## config.mk

```make
export PLATFORM = sky130hd
export DESIGN_NAME = clk_count_guard
export DESIGN_NICKNAME = d
export VERILOG_FILES = /design/src/rtl/ccg_pkg.sv /design/src/rtl/ccg_decode.sv /design/src/rtl/ccg_expect.sv /design/src/rtl/ccg_counter.sv /design/src/rtl/clk_count_guard.sv
export SDC_FILE = /design/constraint.sdc
export NUM_CORES = 1
export LEC_CHECK = 0
export BUFFER_PORTS_ARGS = -buffer_cell sky130_fd_sc_hd__buf_2
export CAP_MARGIN = 20
export CORE_AREA = 3 3 40 42
export CTS_BUF_LIST = sky130_fd_sc_hd__clkbuf_8
export DETAILED_ROUTE_END_ITERATION = 7
export DIE_AREA = 0 0 43 45
export GPL_TIMING_DRIVEN = 0
export MAX_ROUTING_LAYER = met4
export REMOVE_ABC_BUFFERS = 1
export SLEW_MARGIN = 5
export SYNTH_ARGS = -nofsm -noshare
export SYNTH_HDL_FRONTEND = slang
export SYNTH_SLANG_ARGS = --single-unit
export TNS_END_PERCENT = 1
```

## constraint.sdc

```tcl
create_clock -name clk -period 2.13 [get_ports clk]
set_clock_uncertainty 0.15 [all_clocks]
set_input_delay 0.1065 -clock clk [delete_from_list [all_inputs] [get_ports clk]]
set_output_delay 0.1065 -clock clk [all_outputs]
set_load 0.02 [all_outputs]
```

## src/rtl/ccg_pkg.sv

```systemverilog
// Package shared by the clock pulse count guard.
// It holds the instruction classes and the helper that derives the
// expected frame length. It assumes a 2-bit op-code plus a 2-bit extension.
package ccg_pkg;

    typedef enum logic [2:0] {
        CMD_READ,
        CMD_WRITE,
        CMD_ERASE,
        CMD_ERASE_ALL,
        CMD_WRITE_ALL,
        CMD_PROG_EN,
        CMD_PROG_DIS
    } cmd_e;

    localparam int unsigned HDR_BITS = 3;  // start bit plus two op-code bits

    // Expected edge count for a command class. Returns 0 for classes that are never checked.
    function automatic int unsigned frame_len(cmd_e c, int unsigned a_bits, int unsigned d_bits);
        case (c)
            CMD_WRITE, CMD_WRITE_ALL: return HDR_BITS + a_bits + d_bits;
            CMD_ERASE, CMD_ERASE_ALL: return HDR_BITS + a_bits;
            default:                  return 0;
        endcase
    endfunction

endpackage

```

## src/rtl/ccg_decode.sv

```systemverilog
// Instruction class decoder.
// It maps op-code and extension to a command class and flags the classes
// that modify memory. Purely combinational; the inputs are assumed stable.
module ccg_decode
    import ccg_pkg::*;
(
    input  logic [1:0] opcode,
    input  logic [1:0] ext_code,
    output cmd_e       cmd,
    output logic       modifies
);

    // Decode the command class from the two op-code fields.
    always_comb begin
        case (opcode)
            2'b01:   cmd = CMD_WRITE;
            2'b11:   cmd = CMD_ERASE;
            2'b10:   cmd = CMD_READ;
            default: begin
                case (ext_code)
                    2'b10:   cmd = CMD_ERASE_ALL;
                    2'b01:   cmd = CMD_WRITE_ALL;
                    2'b11:   cmd = CMD_PROG_EN;
                    default: cmd = CMD_PROG_DIS;
                endcase
            end
        endcase
    end

    // Flag the classes that are subject to the count check.
    always_comb begin
        modifies = (cmd == CMD_WRITE) || (cmd == CMD_ERASE) ||
                   (cmd == CMD_ERASE_ALL) || (cmd == CMD_WRITE_ALL);
    end

endmodule

```

## src/rtl/ccg_expect.sv

```systemverilog
// Expected count generator.
// It gives the exact number of serial edges a command needs for the selected
// organization. The byte mode is assumed to use one more address bit than the word mode.
module ccg_expect
    import ccg_pkg::*;
#(
    parameter int unsigned ADDR_W   = 6,
    parameter int unsigned WIDE_W   = 16,
    parameter int unsigned NARROW_W = 8,
    parameter int unsigned CNT_W    = 5
) (
    input  cmd_e             cmd,
    input  logic             org_wide,
    output logic [CNT_W-1:0] exp_cnt
);

    localparam int unsigned A_WIDE   = ADDR_W;
    localparam int unsigned A_NARROW = ADDR_W + 1;

    // Select the length for the current organization.
    always_comb begin
        if (org_wide)
            exp_cnt = CNT_W'(frame_len(cmd, A_WIDE, WIDE_W));
        else
            exp_cnt = CNT_W'(frame_len(cmd, A_NARROW, NARROW_W));
    end

endmodule

```

## src/rtl/ccg_counter.sv

```systemverilog
// Frame edge counter.
// It opens a frame on the first 1 sampled with chip select high, counts the
// edges that follow (saturating), and flags the chip-select fall of an open frame.
module ccg_counter #(
    parameter int unsigned CNT_W = 5
) (
    input  logic             clk,
    input  logic             rst_n,
    input  logic             sclk_rise,
    input  logic             cs,
    input  logic             sdi,
    output logic [CNT_W-1:0] cnt,
    output logic             in_frame,
    output logic             frame_end
);

    localparam logic [CNT_W-1:0] CNT_MAX = '1;

    logic cs_q;

    // Remember the previous chip-select sample for fall detection.
    always_ff @(posedge clk) begin
        if (!rst_n) cs_q <= 1'b0;
        else        cs_q <= cs;
    end

    // Open the frame at the start bit and count the edges, holding at the maximum.
    always_ff @(posedge clk) begin
        if (!rst_n || !cs) begin
            in_frame <= 1'b0;
            cnt      <= '0;
        end else if (sclk_rise) begin
            if (!in_frame) begin
                if (sdi) begin
                    in_frame <= 1'b1;
                    cnt      <= CNT_W'(1);
                end
            end else if (cnt != CNT_MAX) begin
                cnt <= cnt + 1'b1;
            end
        end
    end

    // An open frame ends in the cycle where chip select is first seen low.
    always_comb frame_end = cs_q && !cs && in_frame;

endmodule

```

## src/rtl/clk_count_guard.sv

```systemverilog
// Clock pulse count write guard (top).
// At each chip-select fall it compares the frame's edge count with the expected
// length of the decoded instruction, and issues a registered one-cycle commit or
// abort for modifying instructions. The op-code inputs must be valid at the fall.
module clk_count_guard #(
    parameter int unsigned ADDR_W   = 6,
    parameter int unsigned WIDE_W   = 16,
    parameter int unsigned NARROW_W = 8
) (
    input  logic       clk,
    input  logic       rst_n,
    input  logic       sclk_rise,
    input  logic       cs,
    input  logic       sdi,
    input  logic [1:0] opcode,
    input  logic [1:0] ext_code,
    input  logic       org_wide,
    output logic       commit,
    output logic       abort
);
    import ccg_pkg::*;

    localparam int unsigned MAX_LEN = HDR_BITS + ADDR_W + 1 +
                                      ((WIDE_W > NARROW_W) ? WIDE_W : NARROW_W);
    localparam int unsigned CNT_W   = $clog2(MAX_LEN + 2);

    cmd_e             cmd;
    logic             modifies;
    logic [CNT_W-1:0] exp_cnt;
    logic [CNT_W-1:0] cnt;
    logic             in_frame;
    logic             frame_end;

    ccg_decode u_decode (
        .opcode   (opcode),
        .ext_code (ext_code),
        .cmd      (cmd),
        .modifies (modifies)
    );

    ccg_expect #(
        .ADDR_W   (ADDR_W),
        .WIDE_W   (WIDE_W),
        .NARROW_W (NARROW_W),
        .CNT_W    (CNT_W)
    ) u_expect (
        .cmd      (cmd),
        .org_wide (org_wide),
        .exp_cnt  (exp_cnt)
    );

    ccg_counter #(
        .CNT_W (CNT_W)
    ) u_counter (
        .clk       (clk),
        .rst_n     (rst_n),
        .sclk_rise (sclk_rise),
        .cs        (cs),
        .sdi       (sdi),
        .cnt       (cnt),
        .in_frame  (in_frame),
        .frame_end (frame_end)
    );

    // Register the verdict of a closing frame as a single-cycle pulse.
    always_ff @(posedge clk) begin
        if (!rst_n) begin
            commit <= 1'b0;
            abort  <= 1'b0;
        end else begin
            commit <= frame_end && modifies && (cnt == exp_cnt);
            abort  <= frame_end && modifies && (cnt != exp_cnt);
        end
    end

endmodule

```

==> flow_metrics.tcl <==
set metrics [dict create \
    power_frac_clock_pct 47.0 \
    die_x_um 43 \
    yosys-top-cells-area "dfxtp_1 35%, xor2_1 5.1%, ha_1 4.9%" \
    r2r_start "u_counter.cnt[0]$_SDFFE_PP0P_" \
    status "finished, final reports clean" \
    grtUsageTotal_pct 12.7 \
    finalSetupViolations 0 \
    post-cts-setup-buffers 0 \
    power_frac_comb_pct 10.8 \
    antenna_found_initial 0 \
    cts_tree "yes" \
    holdPathEnd "u_counter.in_frame$_SDFFE_PP0P_" \
    clk_latency_ns 0.23 \
    die_h_um 45 \
    routabilityCongestion 0.748 \
    ir_worst_vdd_v 0.000290 \
    p_leak_nw 0.302 \
    critPathArrivalTime_ns 1.72 \
    cts_buffer_depth 2 \
    ys_warn_count 0 \
    path_common_cell "ha_1" \
    power_density_mw_per_mm2 665 \
    max_slew_margin_pct 77.2 \
    drtIter0Drc 1 \
    min-delay-start "sdi" \
    timing.reg2reg.worst_path_depth 6 \
    fin_area_sq_um 629 \
    initial_core_util_pct 40.0 \
    hold_depth 3 \
    worstSetupPathType "reg -> reg" \
    via_per_inst 5.45 \
    synth_top_area_share_pct 35.0 \
    yosysTopAreaCell "dfxtp_1" \
    antenna_cells 0 \
    hpwl_um 746 \
    grt_pass1_vias 419 \
    r2r_setup_slack_ns 0.38 \
    path_delay_family "compound AO/OA/AOI/OAI gates" \
    drt-pass1-iter-count 2 \
    post-route-min-period_ns 1.75 \
    overflow 0 \
    p_switching_w 0.0000984 \
    hold_path.class "in -> reg" \
    dp_cells 81 \
    max_cap_viol_count 0 \
    die-area_sq_mm 0.00194 \
    hold_buffers 0 \
    syn_to_final_growth_pct 22.4 \
    root_buffer "clkbuf_8" \
    wl_per_cell_um 11.5 \
    grt_start_max_net_pins 10 \
    crit_path_end_kind "register" \
    drive_gt1_share_pct 25.7 \
    syn_area_sq_um 514 \
    synth_cells 56 \
    sw_frac_of_total_pct 23.5 \
    crit_buf_inv 0 \
    fin_cells 85 \
    critical-path-slowest-cell "dfxtp_1" \
    nets 83 \
    required_ns 2.10 \
    intPower_w 0.000320 \
    ys_types 28 \
    ctsResizeCount 0 \
    cts.htree.levels 1 \
    grt_pass1_wl_mm 1.71 \
    crit_chain "ha_1 -> and3_1 -> ha_1 -> nor2b_1 -> o21a_1 -> o221a_2" \
    numCtsBuffers 3 \
    place_area_sq_um 584 \
    regArea_sq_um 180 \
    crit_path_max_fanout 5 \
    port_buffers 11 \
    cts_sinks 9 \
    final_util_pct 49.0 \
    critical_path.max_stage_delay_ns 0.41 \
    ys_ff_latch 9 \
    finalHoldViolations 0 \
    yosysSeqAreaShare_pct 35.0 \
    cp-start-kind "register" \
    r2r_end "u_counter.cnt[4]$_SDFFE_PP0P_" \
    slew_violations 0 \
    drt-total-wl_um 976 \
    vias 463 \
    drcViolationCount 0 \
    max_freq_mhz 572 \
    mostFrequentLayoutCells "11 x buf_2, 9 x dfxtp_1, 6 x nor2_1" \
    period_share_pct 82.0 \
    postRouteAntennaNets 0 \
    worst_slew_pin_slew_ns 0.338 \
    multi_input_area_sq_um 319 \
    fin_setup_tns_ns 0 \
    rsz0062_at_grt "no" \
    clk_pin_slew_ns 0.05 \
    final_common_cell "buf_2" \
    synth_area_per_cell_sq_um 9.18 \
    p_seq_share_pct 42.2 \
    io_pins 12 \
    rows 13 \
    fillers 134 \
    core_sq_mm 0.00128 \
]
[logic make-up (layout without fill, tap and decap cells)]
family,Yosys count,in the layout,share of synthesized area [%]
and+or+nand+nor,20,20,24.3
AOI/OAI and AO/OA,16,16,24.1
DFF,9,9,35.0
xor gates and xnor gates,4,4,6.81
buffers and inverters,4,18,2.92
adders and majority gates,2,2,4.87
muxes,1,1,1.95
[power by group through the flow]
stage / clock network, W / registers, W / logic [W]
4_1_cts: 0.000201 / 0.000176 / 0.0000457
3_5_place_dp: 0 / 0.000180 / 0.0000453
5_1_grt: 0.000211 / 0.000177 / 0.0000515
6_report: 0.000197 / 0.000177 / 0.0000452
3_3_place_gp: 0 / 0.000180 / 0.0000447
2_1_floorplan: 0 / 0.000179 / 0.0000271
[per-layer routing]
layer | wire [um] | vias up | global-route usage, %
met5 | 0 | - | -
met1 | 431 | 212 | 13.9
met3 | 54 | 3 | 3.59
li1 | - | 238 | -
met4 | 28 | 0 | 10.8
met2 | 462 | 10 | 19.2
[sequential cells by signal, indices dropped and copies added, names as in the netlist]
register and cells:
commit 1, u_counter.cnt 5, abort 1, u_counter.in_frame 1, u_counter.cs_q 1
[worst max path at each step]
stage	startpoint	end	slack, ns	cells past startpoint
after floorplan	u_counter.cnt[3]$_SDFFE_PP0P_	abort$_SDFF_PN0_	0.46	3
after global placement	ext_code[1]	abort$_SDFF_PN0_	0.37	5
after detailed placement	ext_code[1]	abort$_SDFF_PN0_	0.38	5
after CTS	u_counter.cnt[0]$_SDFFE_PP0P_	u_counter.cnt[4]$_SDFFE_PP0P_	0.38	6
after global routing	u_counter.cnt[0]$_SDFFE_PP0P_	u_counter.cnt[4]$_SDFFE_PP0P_	0.30	6
final	u_counter.cnt[0]$_SDFFE_PP0P_	u_counter.cnt[4]$_SDFFE_PP0P_	0.38	6
[worst min-delay path, stage by stage]
cell and delay [ns]:
buf_2 0.10, a21oi_1 0.07, nor2_1 0.07
[through the flow]
step	worst slack, ns	total power, W	hold WS (ns)
final	0.383	0.000418	0.00191
after global routing	0.302	0.000439	0.0487
after CTS	0.379	0.000423	0.00795
after detailed placement	0.378	0.000225	0.251
after global placement	0.374	0.000224	0.251
after floorplan	0.463	0.000206	0.0971
[cell usage after synthesis]
master    instances
xnor2_1           1
o21ai_0           2
dfxtp_1           9
nand2_1           3
a221o_1           1
o211a_1           1
nor2_1            6
clkbuf_1          1
nor4b_2           1
and3_1            2
a21o_2            1
inv_1             3
nor4b_1           1
o31ai_1           1
a21oi_1           2
nor4bb_1          1
ha_1              2
a22oi_1           1
and4b_1           1
o221a_2           2
xor2_1            3
nand4b_1          1
nand2b_1          1
o21a_1            2
mux2i_1           1
or4_1             1
nor2b_1           2
o211ai_1          3
[final cells by class]
class	count	area share [%]
multi-input combinational	43	50.7
sequential	9	28.6
timing repair buffer	11	8.75
clock buffer	3	6.56
tap	15	2.98
inverter	3	1.79
clock inverter	1	0.596
Power figures use the tool's default switching activity.
